<file path="src/rtl/blkwr_pkg.sv">
package blkwr_pkg;

  typedef enum logic [2:0] {
    BW_IDLE    = 3'd0,
    BW_COUNT   = 3'd1,
    BW_DATA    = 3'd2,
    BW_CONFIRM = 3'd3,
    BW_COMMIT  = 3'd4
  } bw_state_e;

  localparam logic [7:0] CONFIRM_CODE = 8'hD0;

  // Width of the word-count field: the device width, or the bank width when
  // no device width is configured (0).
  function automatic int cnt_bits(input int bank_bytes, input int dev_bytes);
    return 8 * ((dev_bytes != 0) ? dev_bytes : bank_bytes);
  endfunction

  // Write-block size (log2 of bytes) of a full-size part.
  function automatic int std_wb_lg2(input int bank_bytes, input int dev_bytes);
    int ndev;
    ndev = (dev_bytes != 0) ? (bank_bytes / dev_bytes) : 1;
    return ((bank_bytes == 1) ? 8 : 11) + $clog2(ndev);
  endfunction

endpackage

</file>
<file path="src/rtl/blkwr_ctrl.sv">
module blkwr_ctrl
  import blkwr_pkg::*;
#(
  parameter int ADDR_W     = 8,
  parameter int CNT_W      = 8,
  parameter int WB_LG2     = 4,
  parameter int WORD_LG    = 1,
  parameter int BANK_BYTES = 2,
  localparam int TAG_W     = ADDR_W - WB_LG2,
  localparam int IDX_W     = WB_LG2 - WORD_LG
) (
  input  logic              clk,
  input  logic              rst_n,
  input  logic              start,
  input  logic              abort,
  input  logic              wp,
  input  logic              wr_en,
  input  logic [ADDR_W-1:0] wr_addr,
  input  logic [CNT_W-1:0]  cnt_in,
  input  logic              pe_in,
  input  logic              commit_done,
  output bw_state_e         state,
  output logic              open,
  output logic [TAG_W-1:0]  win_tag,
  output logic              stg_clr,
  output logic              stg_wr,
  output logic [IDX_W-1:0]  stg_idx,
  output logic              ev_data_wr,
  output logic              ev_commit_go,
  output logic              ev_discard,
  output logic              set_pe
);

  bw_state_e         state_q, state_d;
  logic [CNT_W-1:0]  cnt_q, cnt_d;
  logic              open_q, open_d;
  logic [TAG_W-1:0]  tag_q, tag_d;

  logic              opening, eff_open, hit, store, abort_ok, cfm_wr;
  logic [TAG_W-1:0]  addr_tag, end_tag, cur_tag;

  function automatic logic [TAG_W-1:0] tag_of(input logic [ADDR_W-1:0] a);
    return a[ADDR_W-1:WB_LG2];
  endfunction

  function automatic logic [ADDR_W-1:0] last_byte(input logic [ADDR_W-1:0] a);
    return a + ADDR_W'(BANK_BYTES - 1);
  endfunction

  assign addr_tag   = tag_of(wr_addr);
  assign end_tag    = tag_of(last_byte(wr_addr));

  assign ev_data_wr = (state_q == BW_DATA) && wr_en;
  assign opening    = ev_data_wr && !open_q && (cnt_q != '0);
  assign eff_open   = open_q || opening;
  assign cur_tag    = opening ? addr_tag : tag_q;
  assign hit        = (addr_tag == cur_tag) && (end_tag == cur_tag);
  assign store      = ev_data_wr && eff_open && !wp && hit;
  assign set_pe     = ev_data_wr && !store;

  assign stg_clr    = opening;
  assign stg_wr     = store;
  assign stg_idx    = wr_addr[WB_LG2-1:WORD_LG];

  assign cfm_wr       = (state_q == BW_CONFIRM) && wr_en;
  assign abort_ok     = abort && (state_q != BW_IDLE) && (state_q != BW_COMMIT);
  assign ev_commit_go = cfm_wr && !abort_ok && (cnt_in[7:0] == CONFIRM_CODE) && !pe_in;
  assign ev_discard   = cfm_wr && !abort_ok && !ev_commit_go;

  always_comb begin
    state_d = state_q;
    cnt_d   = cnt_q;
    open_d  = open_q;
    tag_d   = tag_q;
    unique case (state_q)
      BW_IDLE: begin
        open_d = 1'b0;
        if (start) state_d = BW_COUNT;
      end
      BW_COUNT: begin
        if (wr_en) begin
          cnt_d   = cnt_in;
          state_d = BW_DATA;
        end
      end
      BW_DATA: begin
        if (wr_en) begin
          if (opening) begin
            open_d = 1'b1;
            tag_d  = addr_tag;
          end
          if (cnt_q == '0) state_d = BW_CONFIRM;
          else             cnt_d   = cnt_q - CNT_W'(1);
        end
      end
      BW_CONFIRM: begin
        if (ev_commit_go) begin
          state_d = BW_COMMIT;
        end else if (wr_en) begin
          state_d = BW_IDLE;
          open_d  = 1'b0;
        end
      end
      BW_COMMIT: begin
        if (commit_done) begin
          state_d = BW_IDLE;
          open_d  = 1'b0;
        end
      end
      default: begin
        state_d = BW_IDLE;
        open_d  = 1'b0;
      end
    endcase
    if (abort_ok) begin
      state_d = BW_IDLE;
      open_d  = 1'b0;
    end
  end

  always_ff @(posedge clk or negedge rst_n) begin
    if (!rst_n) begin
      state_q <= BW_IDLE;
      cnt_q   <= '0;
      open_q  <= 1'b0;
      tag_q   <= '0;
    end else begin
      state_q <= state_d;
      cnt_q   <= cnt_d;
      open_q  <= open_d;
      tag_q   <= tag_d;
    end
  end

  assign state   = state_q;
  assign open    = open_q;
  assign win_tag = tag_q;

endmodule

</file>
<file path="src/rtl/blkwr_stage.sv">
module blkwr_stage #(
  parameter int DATA_W = 16,
  parameter int IDX_W  = 3,
  localparam int WORDS = 1 << IDX_W
) (
  input  logic              clk,
  input  logic              rst_n,
  input  logic              clr,
  input  logic              wr,
  input  logic [IDX_W-1:0]  widx,
  input  logic [DATA_W-1:0] wdata,
  input  logic [IDX_W-1:0]  ridx,
  output logic [DATA_W-1:0] rdata,
  output logic              rdirty
);

  logic [DATA_W-1:0] word_q [WORDS];
  logic [WORDS-1:0]  dirty_q, dirty_d;

  // Dirty bits mark the words written since the window opened; clean words
  // keep the array's value, which is what a snapshot copy would hold.
  always_comb begin
    dirty_d = clr ? '0 : dirty_q;
    if (wr) dirty_d[widx] = 1'b1;
  end

  always_ff @(posedge clk or negedge rst_n) begin
    if (!rst_n) dirty_q <= '0;
    else        dirty_q <= dirty_d;
  end

  for (genvar g = 0; g < WORDS; g++) begin : g_word
    always_ff @(posedge clk) begin
      if (wr && (widx == IDX_W'(g))) word_q[g] <= wdata;
    end
  end

  assign rdata  = word_q[ridx];
  assign rdirty = dirty_q[ridx];

endmodule

</file>
<file path="src/rtl/blkwr_commit.sv">
module blkwr_commit #(
  parameter int IDX_W  = 3,
  localparam int WORDS = 1 << IDX_W
) (
  input  logic             clk,
  input  logic             rst_n,
  input  logic             go,
  input  logic             running,
  output logic [IDX_W-1:0] idx,
  output logic             done
);

  logic [IDX_W-1:0] idx_q;

  always_ff @(posedge clk or negedge rst_n) begin
    if (!rst_n)       idx_q <= '0;
    else if (go)      idx_q <= '0;
    else if (running) idx_q <= idx_q + IDX_W'(1);
  end

  assign idx  = idx_q;
  assign done = running && (idx_q == IDX_W'(WORDS - 1));

endmodule

</file>
<file path="src/rtl/blkwr_unit.sv">
module blkwr_unit
  import blkwr_pkg::*;
#(
  parameter int BANK_BYTES = 2,
  parameter int DEV_BYTES  = 1,
  parameter int ADDR_W     = 8,
  parameter int WB_LG2     = 4,
  localparam int DATA_W    = 8 * BANK_BYTES,
  localparam int WORD_LG   = $clog2(BANK_BYTES),
  localparam int CNT_W     = cnt_bits(BANK_BYTES, DEV_BYTES),
  localparam int IDX_W     = WB_LG2 - WORD_LG,
  localparam int TAG_W     = ADDR_W - WB_LG2
) (
  input  logic              clk,
  input  logic              rst_n,
  input  logic              wp,
  input  logic              start,
  input  logic              abort,
  input  logic              wr_en,
  input  logic [ADDR_W-1:0] wr_addr,
  input  logic [DATA_W-1:0] wr_data,
  input  logic              pe_in,
  output logic              active,
  output logic              busy,
  output logic              set_pe,
  output logic              set_rdy,
  output logic              to_read_array,
  output logic              mem_we,
  output logic [ADDR_W-1:0] mem_addr,
  output logic [DATA_W-1:0] mem_wdata
);

  bw_state_e         state;
  logic              open, stg_clr, stg_wr, ev_data_wr, ev_commit_go, ev_discard;
  logic              commit_done, rdirty;
  logic [TAG_W-1:0]  win_tag;
  logic [IDX_W-1:0]  stg_idx, cm_idx;

  function automatic logic [ADDR_W-1:0] word_byte_addr(input logic [TAG_W-1:0] t,
                                                       input logic [IDX_W-1:0] i);
    logic [ADDR_W-1:0] a;
    a = ADDR_W'({t, i});
    return a << WORD_LG;
  endfunction

  blkwr_ctrl #(
    .ADDR_W(ADDR_W), .CNT_W(CNT_W), .WB_LG2(WB_LG2), .WORD_LG(WORD_LG),
    .BANK_BYTES(BANK_BYTES)
  ) u_ctrl (
    .clk(clk), .rst_n(rst_n), .start(start), .abort(abort), .wp(wp),
    .wr_en(wr_en), .wr_addr(wr_addr), .cnt_in(wr_data[CNT_W-1:0]),
    .pe_in(pe_in), .commit_done(commit_done), .state(state), .open(open),
    .win_tag(win_tag), .stg_clr(stg_clr), .stg_wr(stg_wr), .stg_idx(stg_idx),
    .ev_data_wr(ev_data_wr), .ev_commit_go(ev_commit_go),
    .ev_discard(ev_discard), .set_pe(set_pe)
  );

  blkwr_stage #(.DATA_W(DATA_W), .IDX_W(IDX_W)) u_stage (
    .clk(clk), .rst_n(rst_n), .clr(stg_clr), .wr(stg_wr), .widx(stg_idx),
    .wdata(wr_data), .ridx(cm_idx), .rdata(mem_wdata), .rdirty(rdirty)
  );

  blkwr_commit #(.IDX_W(IDX_W)) u_commit (
    .clk(clk), .rst_n(rst_n), .go(ev_commit_go), .running(busy),
    .idx(cm_idx), .done(commit_done)
  );

  assign active        = (state != BW_IDLE);
  assign busy          = (state == BW_COMMIT);
  assign set_rdy       = ev_data_wr || commit_done;
  assign to_read_array = ev_discard;
  assign mem_we        = busy && open && rdirty;
  assign mem_addr      = word_byte_addr(win_tag, cm_idx);

endmodule

</file>
<file path="config.mk">
export PLATFORM = sky130hd
export DESIGN_NAME = blkwr_unit
export DESIGN_NICKNAME = d
export VERILOG_FILES = /design/src/rtl/blkwr_pkg.sv /design/src/rtl/blkwr_ctrl.sv /design/src/rtl/blkwr_stage.sv /design/src/rtl/blkwr_commit.sv /design/src/rtl/blkwr_unit.sv
export SDC_FILE = /design/constraint.sdc
export NUM_CORES = 1
export LEC_CHECK = 0
export BUFFER_PORTS_ARGS = -buffer_cell sky130_fd_sc_hd__buf_2
export CAP_MARGIN = 0
export CORE_AREA = 4 4 115 117
export DETAILED_ROUTE_END_ITERATION = 8
export DIE_AREA = 0 0 119 121
export GPL_TIMING_DRIVEN = 0
export HOLD_SLACK_MARGIN = 0.05
export MAX_ROUTING_LAYER = met4
export PLACE_DENSITY = 0.72
export SLEW_MARGIN = 40
export SYNTH_ARGS = -nofsm -noshare
export SYNTH_HDL_FRONTEND = slang
export SYNTH_HIERARCHICAL = 1
export SYNTH_SLANG_ARGS = --single-unit
</file>
<file path="constraint.sdc">
create_clock -name clk -period 4 [get_ports clk]
set_input_delay 0.4 -clock clk [delete_from_list [all_inputs] [get_ports clk]]
set_output_delay 0.4 -clock clk [all_outputs]
set_load 0.005 [all_outputs]
</file>
[Yosys cells after proc, flatten, opt, wreduce, memory -nomap -nowiden]
Memories as Yosys holds them, arrays and structs flattened.
Index checks and enable logic that the tools add are counted.
Storage, ports and cells
  register bits: 27
  logic and storage cells: 162
  memories kept: 1
  output and inout port bits: 30
  memory bits (writable): 128
Memory list
  u_stage.word_q: words 8, bits a word 16, rd ports 1, clocked after memory_dff 0, wr ports 1, RTL line blkwr_stage.sv:17  | logic [DATA_W-1:0] word_q [WORDS];
Cells by class
  magnitude comparators: 3
  add/sub/neg operators: 3
  bitwise gates (word level): 1
  reduce and logical (&&, ||, !) cells: 53
  muxes and demuxes: 66
  eq/ne operators: 29
Operators by type and width (count)
  16-bit 2-to-1 mux: 7
  16-bit OR reduction: 7
  3-bit 2-to-1 mux: 17
  8-bit 2-to-1 mux: 5
  1-bit 2-to-1 mux: 31
  1-bit logical AND: 27
  3-bit == test, second input constant: 6
  8-bit case mux with 2 select lines: 1
  3-bit by 2-bit inequality test with 1-bit output, second input constant: 5
  3-bit case mux with 5 select lines: 1
  3-bit by 2-bit == test with 1-bit output, second input constant: 4
  6-bit AND reduction: 2
  8-bit by 1-bit adder with 8-bit output, second input constant: 1
  4-bit == test: 2
  8-bit == test, second input constant: 1
  8-bit logical NOT: 1
  3-bit by 4-bit < comparator with 1-bit output, second input constant: 2
  8-bit bitwise OR: 1
  8-bit nonzero test: 1
  8-bit by 1-bit subtractor with 8-bit output, second input constant: 1
  3-bit by 1-bit == test with 1-bit output, second input constant: 2
  1-bit logical NOT: 6
  3-bit logical NOT: 2
  2-bit inequality test, second input constant: 3
  other kinds (15): 19

[Logic depth before layout (Yosys ltp)]
  depth after elaboration: 19
  gate-level depth with buffers: 9

[Modules after synthesis]
The synthesis kept the hierarchy.
By module, submodules not included
  blkwr_stage: area an instance 5311.3 um2, cells each 228, times used 1
  blkwr_ctrl: area an instance 1126.1 um2, cells each 123, times used 1
  blkwr_commit: area an instance 147.6 um2, cells each 12, times used 1
  blkwr_unit: area an instance 42.5 um2, cells each 6, times used 1

[Worst setup path before layout]
Ideal clock, no wire load.
  path kind: flip-flop to flip-flop
  from: register u_ctrl.cnt_q[0]
  to: memory u_stage.word_q[0][0], enable pin
  setup time: 0.409 ns
  buffers on the path: 1
  stages on the path, launching flop included: 10
  arrival: 2.677 ns
  path slack: 0.914 ns
  cell sequence: dfrtp_1 > inv_1 > ha_1 > or4b_4 > nor4_4 > mux2i_1 > and3_1 > nand2b_1 > clkbuf_1 > nor3_1
On the way
  cells in the longest elaborated chain, start to end: 17
  elaborated cells between the ends (all ways): 55
RTL lines
  from (decl): RTL line blkwr_ctrl.sv:35  | logic [CNT_W-1:0] cnt_q, cnt_d;
  from (signal assigned): RTL line blkwr_ctrl.sv:129  | cnt_q <= cnt_d;
  8-bit nonzero test (*): RTL line blkwr_ctrl.sv:54  | assign opening = ev_data_wr && !open_q && (cnt_q != '0);
  1-bit logical AND (*): RTL line blkwr_ctrl.sv:54
  4-bit 2-to-1 mux / 1-bit logical OR (equally long branches): RTL line blkwr_ctrl.sv:56, blkwr_ctrl.sv:55
  4-bit == test / 1-bit logical AND (equally long branches): RTL line blkwr_ctrl.sv:57, blkwr_ctrl.sv:58
  1-bit logical AND, on equally long branches: RTL line blkwr_ctrl.sv:57, blkwr_ctrl.sv:58
  1-bit logical AND (*): RTL line blkwr_ctrl.sv:58  | assign store = ev_data_wr && eff_open && !wp && hit;
  named net stg_wr: RTL line blkwr_unit.sv:34  | logic open, stg_clr, stg_wr, ev_data_wr, ev_commit_go, ev_discard;
  1-bit logical AND: RTL line blkwr_stage.sv:34  | if (wr && (widx == IDX_W'(g))) word_q[g] <= wdata;
  1-bit 2-to-1 mux: RTL line blkwr_stage.sv:34
  1-bit 2-to-1 mux (implied by the code): RTL line blkwr_stage.sv:34
  16-bit OR reduction (no source line)
  3-bit 2-to-1 mux (no source line) / 1-bit 2-to-1 mux (equally long branches) (7 in a row)
  to (decl): RTL line blkwr_stage.sv:17
Mark *: on every way through the listed nets, which the timed path passes. The rest lies on a longest branch.

[Worst setup path after layout]
  from: register u_ctrl.cnt_q[0]
  to: memory u_stage.word_q[0][4], enable pin
The elaborated chain is that of the path after synthesis.

==> key figures <==
Outcome
  – Status: finished clean

Job
  – Max_cap viols: 0

Synth
  – Synth cell types: 59
  – Mux contribution to synthesized area: 17.2%
  – Synth Flop Type: edfxtp_1
  – Synth Area in Compound Gates: 4.32%
  – Post-synthesis sequential area ratio: 68.2%
  – Post-synthesis cell count: 369
  – Simple-gate area share of the yosys netlist: 6.23%
  – Ys async rst share: 17.4%
  – Post-synthesis cell area: 6630 µm²
  – Post-Synth Adder-Cell Area: 0.566%
  – Number of synthesized flops with an enable pin: 128
  – Largest family of logic cells by synthesized area: multiplexers
  – Syn avg cell area: 18.0 µm²
  – Syn_nets: 403
  – Yosys warnings: 6
  – FF+latch count, synth: 155
  – Post-synthesis xor/xnor area fraction: 0.793%

STA
  – Fin crit share: 83.9%
  – Setup TNS: 0 ps
  – Final hold vios: 0
  – Fmax: 298 MHz
  – Slew Viols, Final: 0
  – Worst relative slew slack: 46.9%
  – Final setup vio count: 0
  – Final min period: 3350 ps
  – Layout Skew: 10.3 ps
  – RSZ-0062 raised after global routing: false
  – Worst-Margin Slew: 796 ps

Worst hold path
  – Min-delay src: abort
  – Hold endpoint: u_ctrl/state[1]
  – Worst hold path type: in2reg
  – Hold Crit Depth: 2

Layout
  – Fill count: 895
  – Final design utilization: 63.7%
  – Register Area: 4520 µm²
  – Most common cell after layout, fill and taps aside: edfxtp_1
  – Multi-input logic area: 1990 µm²
  – Layout net count: 492
  – Most frequent cells in the layout: edfxtp_1, buf_2, dfrtp_1, mux4_1, clkbuf_16
  – Antenna cell count: 0
  – Layout cells sized above 1: 34.4%
  – Layout area overhead: 18.8%

Clock tree
  – Post-CTS sizing: 0
  – Worst skew pair latency: 410 ps
  – CTS sink count: 155
  – Cts hold-fix bufs: 1
  – Clock root cell: clkbuf_16
  – TritonCTS buffer count: 17
  – CTS max path bufs: 2
  – # H-tree levels: 4
  – CTS clk-pin slew, worst paths: 60 ps
  – # Post-CTS Setup Buffers: 0
  – CTS tree: yes

Power and ir drop
  – Sw Ratio: 24.5%
  – Combinational power share: 13.0%
  – Leak: 2.93 nW
  – Max VDD drop: 294 µV
  – Design Power: 4.01 mW
  – Clock power share: 37.6%
  – PD cells: 510 nW/µm²
  – Pint: 3.03 mW
  – Psw: 0.984 mW
  – Reg power frac: 49.3%

Worst setup path
  – Reg2Reg Capture Point: u_stage/word_q[0][4]
  – Register-to-Register Setup Slack: 650 ps
  – WS Path Type: reg2reg
  – Crit-path max FO: 8
  – Req. time, crit path: 4160 ps
  – R2R depth: 10
  – CP endpoint kind: flop
  – Arrival @ worst endpoint: 3520 ps
  – Startpoint Class: flop
  – R2r startpoint: u_ctrl/cnt_q[0]

Floorplanning
  – Initial Util: 53.6%
  – Total die area: 14400 µm²
  – Die Ht: 121 µm
  – Cell row count: 41
  – Core ar.: 12400 µm²
  – Die width: 119 µm
  – Total I/O pin count: 61

Detailed routing
  – Avg WL per Cell: 20.3 µm
  – DRC viols: 0
  – DRT iter0 DRCs: 245
  – Total number of vias: 3647
  – Vias per cell: 5.67
  – Final wirelength: 13000 µm
  – Post-route ant nets: 0
  – DR pass1 iterations: 5

GRT
  – GR Util All Layers: 19.7%
  – Antenna violations before repair: 0
  – Gr ovfl total: 0
  – Largest net degree at the start of global routing: 28
  – Vias in the first global route: 3706
  – Global-route wire length before repair: 20500 µm

Placement
  – Port-buffer cells: 59
  – HPWL after DPL: 8860 µm
  – Routability cong.: 0.854
[critical path, cell delays in order, from the launching register on]
cell and delay (ps):
dfrtp_1 470, inv_1 130, ha_1 200, or4b_4 530
nor4_4 410, mux2i_1 160, and3_1 210, nand2b_1 70
clkbuf_1 470, nor3_2 220, buf_4 230
[power by group through the flow]
stage	Combinational, mW	Clock [mW]	Sequential, mW
after floorplan	0.368	0	1.98
after global placement	0.498	0	1.99
after detailed placement	0.521	0	2.01
after CTS	0.525	1.55	1.98
after global routing	0.585	1.62	1.99
final	0.523	1.51	1.98
[per-layer routing]
| metal | vias to the layer above | GRT usage, % | wire length [µm] |
|---|---|---|---|
| met5 | - | - | 0 |
| met4 | 0 | 4.56 | 105 |
| met3 | 10 | 4.66 | 723 |
| met2 | 118 | 32.2 | 6650 |
| met1 | 1854 | 25.5 | 5570 |
| li1 | 1665 | - | - |
[how the worst max path moves through the flow]
stage                          startpoint              endpoint  slack [ps]  cells after the start
final                     u_ctrl/cnt_q[0]  u_stage/word_q[0][4]         650                     10
after global routing      u_ctrl/cnt_q[0]  u_stage/word_q[0][4]         440                     10
after CTS                 u_ctrl/cnt_q[0]  u_stage/word_q[0][4]         670                     10
after detailed placement  u_ctrl/cnt_q[0]  u_stage/word_q[0][8]         690                     10
after global placement    u_ctrl/state[1]  u_stage/word_q[4][9]        -390                      7
after floorplan           u_ctrl/cnt_q[0]  u_stage/word_q[0][0]         910                      9
[synthesized netlist by cell type, types with 2 or more instances]
cell / number / area [µm²]
edfxtp_1: 128 / 3840
dfrtp_1: 27 / 676
mux4_1: 24 / 631
nor2_1: 22 / 82.6
mux2_2: 17 / 191
inv_1: 12 / 45.0
mux4_2: 10 / 225
nand2_1: 10 / 37.5
o21ai_0: 10 / 50.1
clkbuf_1: 9 / 33.8
o22ai_1: 7 / 43.8
a21oi_1: 6 / 30.0
nor3_1: 6 / 30.0
xnor2_1: 6 / 52.6
buf_4: 4 / 30.0
buf_6: 4 / 45.0
mux2_4: 4 / 60.1
nand2b_1: 4 / 25.0
and3_1: 3 / 18.8
buf_2: 3 / 15.0
ha_1: 3 / 37.5
mux2i_1: 3 / 30.0
nor3b_1: 3 / 22.5
or2_2: 3 / 18.8
or3_1: 3 / 18.8
a22oi_1: 2 / 15.0
nor4_1: 2 / 12.5
o2bb2ai_1: 2 / 17.5
o32ai_1: 2 / 17.5
[cells by family (layout without fill, tap and decap cells)]
logic type | count (synthesis) | count (layout)
compound gates | 42 | 42
xor+xnor | 6 | 6
fa+ha+maj | 3 | 3
buf+inv | 34 | 136
flops | 155 | 155
mux | 58 | 58
other cells | 1 | 1
simple gates | 70 | 70
[flip-flops by register name, summed over array words and instances (netlist names)]
register         cells
u_ctrl/win_tag       4
u_commit/idx         3
u_stage/dirty_q      8
u_ctrl/cnt_q         8
u_stage/word_q     128
u_ctrl/state         3
u_ctrl/open          1
[metrics by stage]
step | std cells | worst slack, ps | hold WS [ps] | instance area (µm²)
final | 643 | 645 | 236 | 7870
after global placement | 600 | -393 | 455 | 7140
after CTS | 643 | 667 | 214 | 7870
after detailed placement | 610 | 689 | 468 | 7300
after floorplan | 369 | 914 | 104 | 6630
after global routing | 643 | 435 | 222 | 7870
[final cells by class]
type / count / area share (%)
clock buffer: 21 / 5.99
clock inverter: 11 / 1.16
sequential: 155 / 57.4
inverter: 12 / 0.572
multi-input combinational: 180 / 25.2
timing repair buffer: 70 / 5.21
buffer: 22 / 1.68
tap: 172 / 2.73
(Power assumes the default switching activity.)
